$ cat src/rtl/dadda_pkg.sv
package dadda_pkg;

  // Height limit of reduction stage k (k = 1 is the last, two-row stage).
  function automatic int dadda_limit(input int k);
    int d;
    d = 2;
    for (int j = 1; j < k; j++) d = (d * 3) / 2;
    return d;
  endfunction

  // Number of stages needed so that every limit used is below the start height.
  function automatic int dadda_stages(input int start_h);
    int s;
    s = 0;
    for (int j = 1; j < 32; j++) begin
      if (dadda_limit(j) < start_h) s = j;
    end
    return s;
  endfunction

endpackage

$ cat src/rtl/dadda_ppgen.sv
module dadda_ppgen #(
  parameter int WIDTH = 8
) (
  input  logic [WIDTH-1:0] opa,
  input  logic [WIDTH-1:0] opb,
  output logic [WIDTH-1:0] pp_row [WIDTH]
);
  // Row j holds opa AND opb[j]; its bit i lands in column i+j.
  for (genvar j = 0; j < WIDTH; j++) begin : g_row
    assign pp_row[j] = opa & {WIDTH{opb[j]}};
  end
endmodule

$ cat src/rtl/dadda_reduce.sv
module dadda_reduce
  import dadda_pkg::*;
#(
  parameter int WIDTH = 8
) (
  input  logic [WIDTH-1:0]   pp_row [WIDTH],
  output logic [2*WIDTH-1:0] row_x,
  output logic [2*WIDTH-1:0] row_y
);
  localparam int COLS   = 2 * WIDTH;
  localparam int HMAX   = WIDTH;
  localparam int STAGES = dadda_stages(WIDTH);

  logic [HMAX-1:0] cur [COLS];
  logic [HMAX-1:0] nxt [COLS];
  int              cur_h [COLS];
  int              nxt_h [COLS];

  always_comb begin
    // Load the matrix, column by column, from the partial-product rows.
    for (int c = 0; c < COLS; c++) begin
      cur[c]   = '0;
      cur_h[c] = 0;
    end
    for (int j = 0; j < WIDTH; j++) begin
      for (int i = 0; i < WIDTH; i++) begin
        cur[i+j][cur_h[i+j]] = pp_row[j][i];
        cur_h[i+j]           = cur_h[i+j] + 1;
      end
    end

    // Walk down the ladder of limits, compressing only what each stage needs.
    for (int s = STAGES; s >= 1; s--) begin
      for (int c = 0; c < COLS; c++) begin
        nxt[c]   = '0;
        nxt_h[c] = 0;
      end
      for (int c = 0; c < COLS; c++) begin
        int p;
        p = 0;
        for (int k = 0; k < HMAX; k++) begin
          int excess;
          excess = (cur_h[c] - p) + nxt_h[c] - dadda_limit(s);
          if (excess >= 2 && (cur_h[c] - p) >= 3) begin
            // full adder: three bits of column c into sum(c) and carry(c+1)
            nxt[c][nxt_h[c]] = cur[c][p] ^ cur[c][p+1] ^ cur[c][p+2];
            nxt_h[c]         = nxt_h[c] + 1;
            if (c + 1 < COLS) begin
              nxt[c+1][nxt_h[c+1]] = (cur[c][p] & cur[c][p+1]) |
                                     (cur[c][p+2] & (cur[c][p] ^ cur[c][p+1]));
              nxt_h[c+1]           = nxt_h[c+1] + 1;
            end
            p = p + 3;
          end else if (excess >= 1 && (cur_h[c] - p) >= 2) begin
            // half adder: two bits into sum(c) and carry(c+1)
            nxt[c][nxt_h[c]] = cur[c][p] ^ cur[c][p+1];
            nxt_h[c]         = nxt_h[c] + 1;
            if (c + 1 < COLS) begin
              nxt[c+1][nxt_h[c+1]] = cur[c][p] & cur[c][p+1];
              nxt_h[c+1]           = nxt_h[c+1] + 1;
            end
            p = p + 2;
          end
        end
        // Bits left untouched pass straight to the next stage.
        for (int k = 0; k < HMAX; k++) begin
          if (k >= p && k < cur_h[c]) begin
            nxt[c][nxt_h[c]] = cur[c][k];
            nxt_h[c]         = nxt_h[c] + 1;
          end
        end
      end
      for (int c = 0; c < COLS; c++) begin
        cur[c]   = nxt[c];
        cur_h[c] = nxt_h[c];
      end
    end

    for (int c = 0; c < COLS; c++) begin
      row_x[c] = cur[c][0];
      row_y[c] = cur[c][1];
    end
  end
endmodule

$ cat src/rtl/dadda_cpa.sv
module dadda_cpa #(
  parameter int BITS = 16
) (
  input  logic [BITS-1:0] x,
  input  logic [BITS-1:0] y,
  output logic [BITS-1:0] sum
);
  logic [BITS:0] carry;
  assign carry[0] = 1'b0;

  for (genvar i = 0; i < BITS; i++) begin : g_bit
    assign sum[i]     = x[i] ^ y[i] ^ carry[i];
    assign carry[i+1] = (x[i] & y[i]) | (carry[i] & (x[i] ^ y[i]));
  end
  // carry[BITS] is never set for a valid product and is left unused.
  logic unused_top;
  assign unused_top = carry[BITS];
endmodule

$ cat src/rtl/dadda_mult.sv
module dadda_mult #(
  parameter int WIDTH = 8
) (
  input  logic [WIDTH-1:0]   opa,
  input  logic [WIDTH-1:0]   opb,
  output logic [2*WIDTH-1:0] prod
);
  localparam int PW = 2 * WIDTH;

  logic [WIDTH-1:0] pp_row [WIDTH];
  logic [PW-1:0]    row_x;
  logic [PW-1:0]    row_y;

  dadda_ppgen #(.WIDTH(WIDTH)) u_ppgen (
    .opa    (opa),
    .opb    (opb),
    .pp_row (pp_row)
  );

  dadda_reduce #(.WIDTH(WIDTH)) u_reduce (
    .pp_row (pp_row),
    .row_x  (row_x),
    .row_y  (row_y)
  );

  dadda_cpa #(.BITS(PW)) u_cpa (
    .x   (row_x),
    .y   (row_y),
    .sum (prod)
  );
endmodule

$ cat config.mk
export PLATFORM = sky130hd
export DESIGN_NAME = dadda_mult
export DESIGN_NICKNAME = d
export VERILOG_FILES = /design/src/rtl/dadda_pkg.sv /design/src/rtl/dadda_ppgen.sv /design/src/rtl/dadda_reduce.sv /design/src/rtl/dadda_cpa.sv /design/src/rtl/dadda_mult.sv
export SDC_FILE = /design/constraint.sdc
export NUM_CORES = 1
export LEC_CHECK = 0
export ABC_CLOCK_PERIOD_IN_PS = 9200
export BUFFER_PORTS_ARGS = -buffer_cell sky130_fd_sc_hd__buf_2
export CAP_MARGIN = 10
export CORE_MARGIN = 2
export CORE_UTILIZATION = 27
export DETAILED_ROUTE_END_ITERATION = 7
export PLACE_DENSITY = 0.5
export SYNTH_ARGS = -nofsm -noshare
export SYNTH_HDL_FRONTEND = slang
export SYNTH_SLANG_ARGS = --single-unit
$ cat constraint.sdc
create_clock -name vclk -period 9.2
set_input_delay 0.92 -clock vclk [all_inputs]
set_output_delay 0.92 -clock vclk [all_outputs]
set_load 0.01 [all_outputs]
==> metrics.md <==
| Metric | Value |
|---|---|
| Post-route ant nets | `0` |
| Setup TNS | `0 ps` |
| Mapped Cells | `169` |
| FF+latch count | `0` |
| Vias per cell | `4.141` |
| Post-synth cell types | `5` |
| Largest net degree at the start of global routing | `9` |
| Finish-stage setup viols | `0` |
| CP endpoint kind | `output port` |
| Post-DP HPWL | `2.891 mm` |
| Core ar. | `5851 µm²` |
| FILL cells | `622` |
| Top cells by area, synth | `fa_1 60%, and2_1 19%, inv_1 11%, ha_1 6.2%, nand2_1 3.5%` |
| Wirelength, routed | `3.220 mm` |
| Max Fclk | `123.9 MHz` |
| Max-cap violations | `0` |
| Outcome | `finished clean` |
| YS warnings | `0` |
| Worst path cell trace | `buf_2, and2_1, ha_1, inv_1, fa_1, inv_1, fa_1, fa_1, fa_1, fa_1, fa_1, fa_1, fa_1, fa_1, fa_1, fa_1, fa_1, fa_1, buf_2` |
| I/O pins | `32` |
| Top cell type's share of synthesized area | `59.77%` |
| Nets | `275` |
| Routed WL per cell | `11.67 µm` |
| Clk pwr share | `0%` |
| Final Hold Viols | `0` |
| Relative slew slack | `88.55%` |
| Post-CTS sizing | `0` |
| Slew @ Worst Pin | `171.7 ps` |
| Setup crit start kind | `input pin` |
| Die area | `6588 µm²` |
| GP Congestion | `0.7400` |
| Internal power | `106.0 µW` |
| Initial antenna violation count | `0` |
| Die height | `81.17 µm` |
| # DRC | `0` |
| Critical Path AT | `7150 ps` |
| Num rows | `28` |
| Period minus WS final | `8073 ps` |
| Most frequent CP cell | `fa_1` |
| Max incr delay on CP | `530 ps` |
| Logic pwr share | `100.0%` |
| Synth Cell Area | `1608 µm²` |
| Fraction of layout cells with a size suffix above 1 | `15.92%` |
| Leak | `0.9681 nW` |
| Sw Share | `56.35%` |
| Commonest cells in the netlist | `49 x and2_1, 49 x inv_1, 48 x fa_1, 15 x nand2_1, 8 x ha_1` |
| Peak VDD IR | `0.06343 mV` |
| Switching pwr | `136.8 µW` |
| Die width | `81.17 µm` |
| Register area | `0 µm²` |
| Hold/Removal Path Class | `in -> out` |
| Worst path depth | `19` |
| Final core utilization | `31.82%` |
| Crit-path max FO | `8` |
| Sequential element share of the synthesized area | `0%` |
| Final Max Slew Viols | `0` |
| Number of global-route vias before repair | `1,334` |
| Worst setup path category | `in -> out` |
| Syn Area/Cell | `9.514 µm²` |
| Cell taking the most area after synthesis | `fa_1` |
| IO Port Bufs | `32` |
| Iter 0 DRT Violations | `21` |
| WP buf/inv | `4` |
| First-pass GRT wire length | `5.954 mm` |
| Req. time, crit path | `8280 ps` |
| Post-CTS setup-driven buffer insertion count | `0` |
| Power density cells | `130.4 nW/µm²` |
| Clock buffers | `0` |
| Drt first pass iters | `4` |
| Tot GR Track Use | `11.52%` |
| CP max-delay cell | `fa_1` |
| Overflow after GRT | `0` |
| RSZ-0062 raised after global routing | `no` |
| Syn nets | `241` |
| Initial Util | `27.48%` |
| Area Overhead vs Synth | `15.80%` |
| Sequential share of power | `0%` |
| Hold path depth | `3` |
| Post-CTS Hold Buffers | `0` |
| Crit path max-delay family | `adder cells` |
| Ant diodes | `0` |
| Total number of vias | `1,143` |
| Period utilization | `87.75%` |
-- metal layers --
metal / share of wire (%) / GRT usage [%]
met5: 0 / 0
met1: 42 / 13.69
met2: 54 / 23.39
met4: 0 / 0.5085
met3: 4.1 / 0.8889
-- stage by stage --
stage	instance area [µm²]	setup WS, ps	power [mW]	hold slack, ps	cells
final	1862	1127	0.2429	2222	276
after global routing	1862	875.0	0.2937	2268	276
after CTS	1862	1073	0.2565	2229	276
after detailed placement	1862	1077	0.2561	2229	276
after global placement	1862	1132	0.2531	2214	276
after floorplan	1608	1516	0.1800	1984	169
-- power groups by stage --
stage	clock network (mW)	registers (mW)	logic, mW
CTS	0	0	0.257
global route	0	0	0.294
floorplan	0	0	0.180
detailed placement	0	0	0.256
global placement	0	0	0.253
finish	0	0	0.243
-- logic make-up (layout without fill, tap and decap cells) --
family | Yosys count | count (layout) | share of synthesized area (%)
adder cells (fa/ha/maj) | 56 | 56 | 65.99
buffers and inverters | 49 | 81 | 11.44
AND/OR/NAND/NOR | 64 | 64 | 22.57
-- cells in the final DEF (no fill, tap or decap) --
cell     synthesis  layout
fa_1            48      48
buf_2            0      32
inv_1           49      49
ha_1             8       8
and2_1          49      49
nand2_1         15      15
-- cell type report --
class | instances | area, µm² | share of cell area [%]
multi-input combinational | 120 | 1424 | 76.48
timing repair buffer | 32 | 160.2 | 8.602
tap | 75 | 93.84 | 5.040
inverter | 49 | 183.9 | 9.879
-- final timing paths --
| path | from | to | slack (ps) |
|---|---|---|---|
| max | opa[3] | prod[14] | 1130 |
| min | opb[0] | prod[0] | 2220 |
No activity file was read; power rests on OpenSTA's default activity.
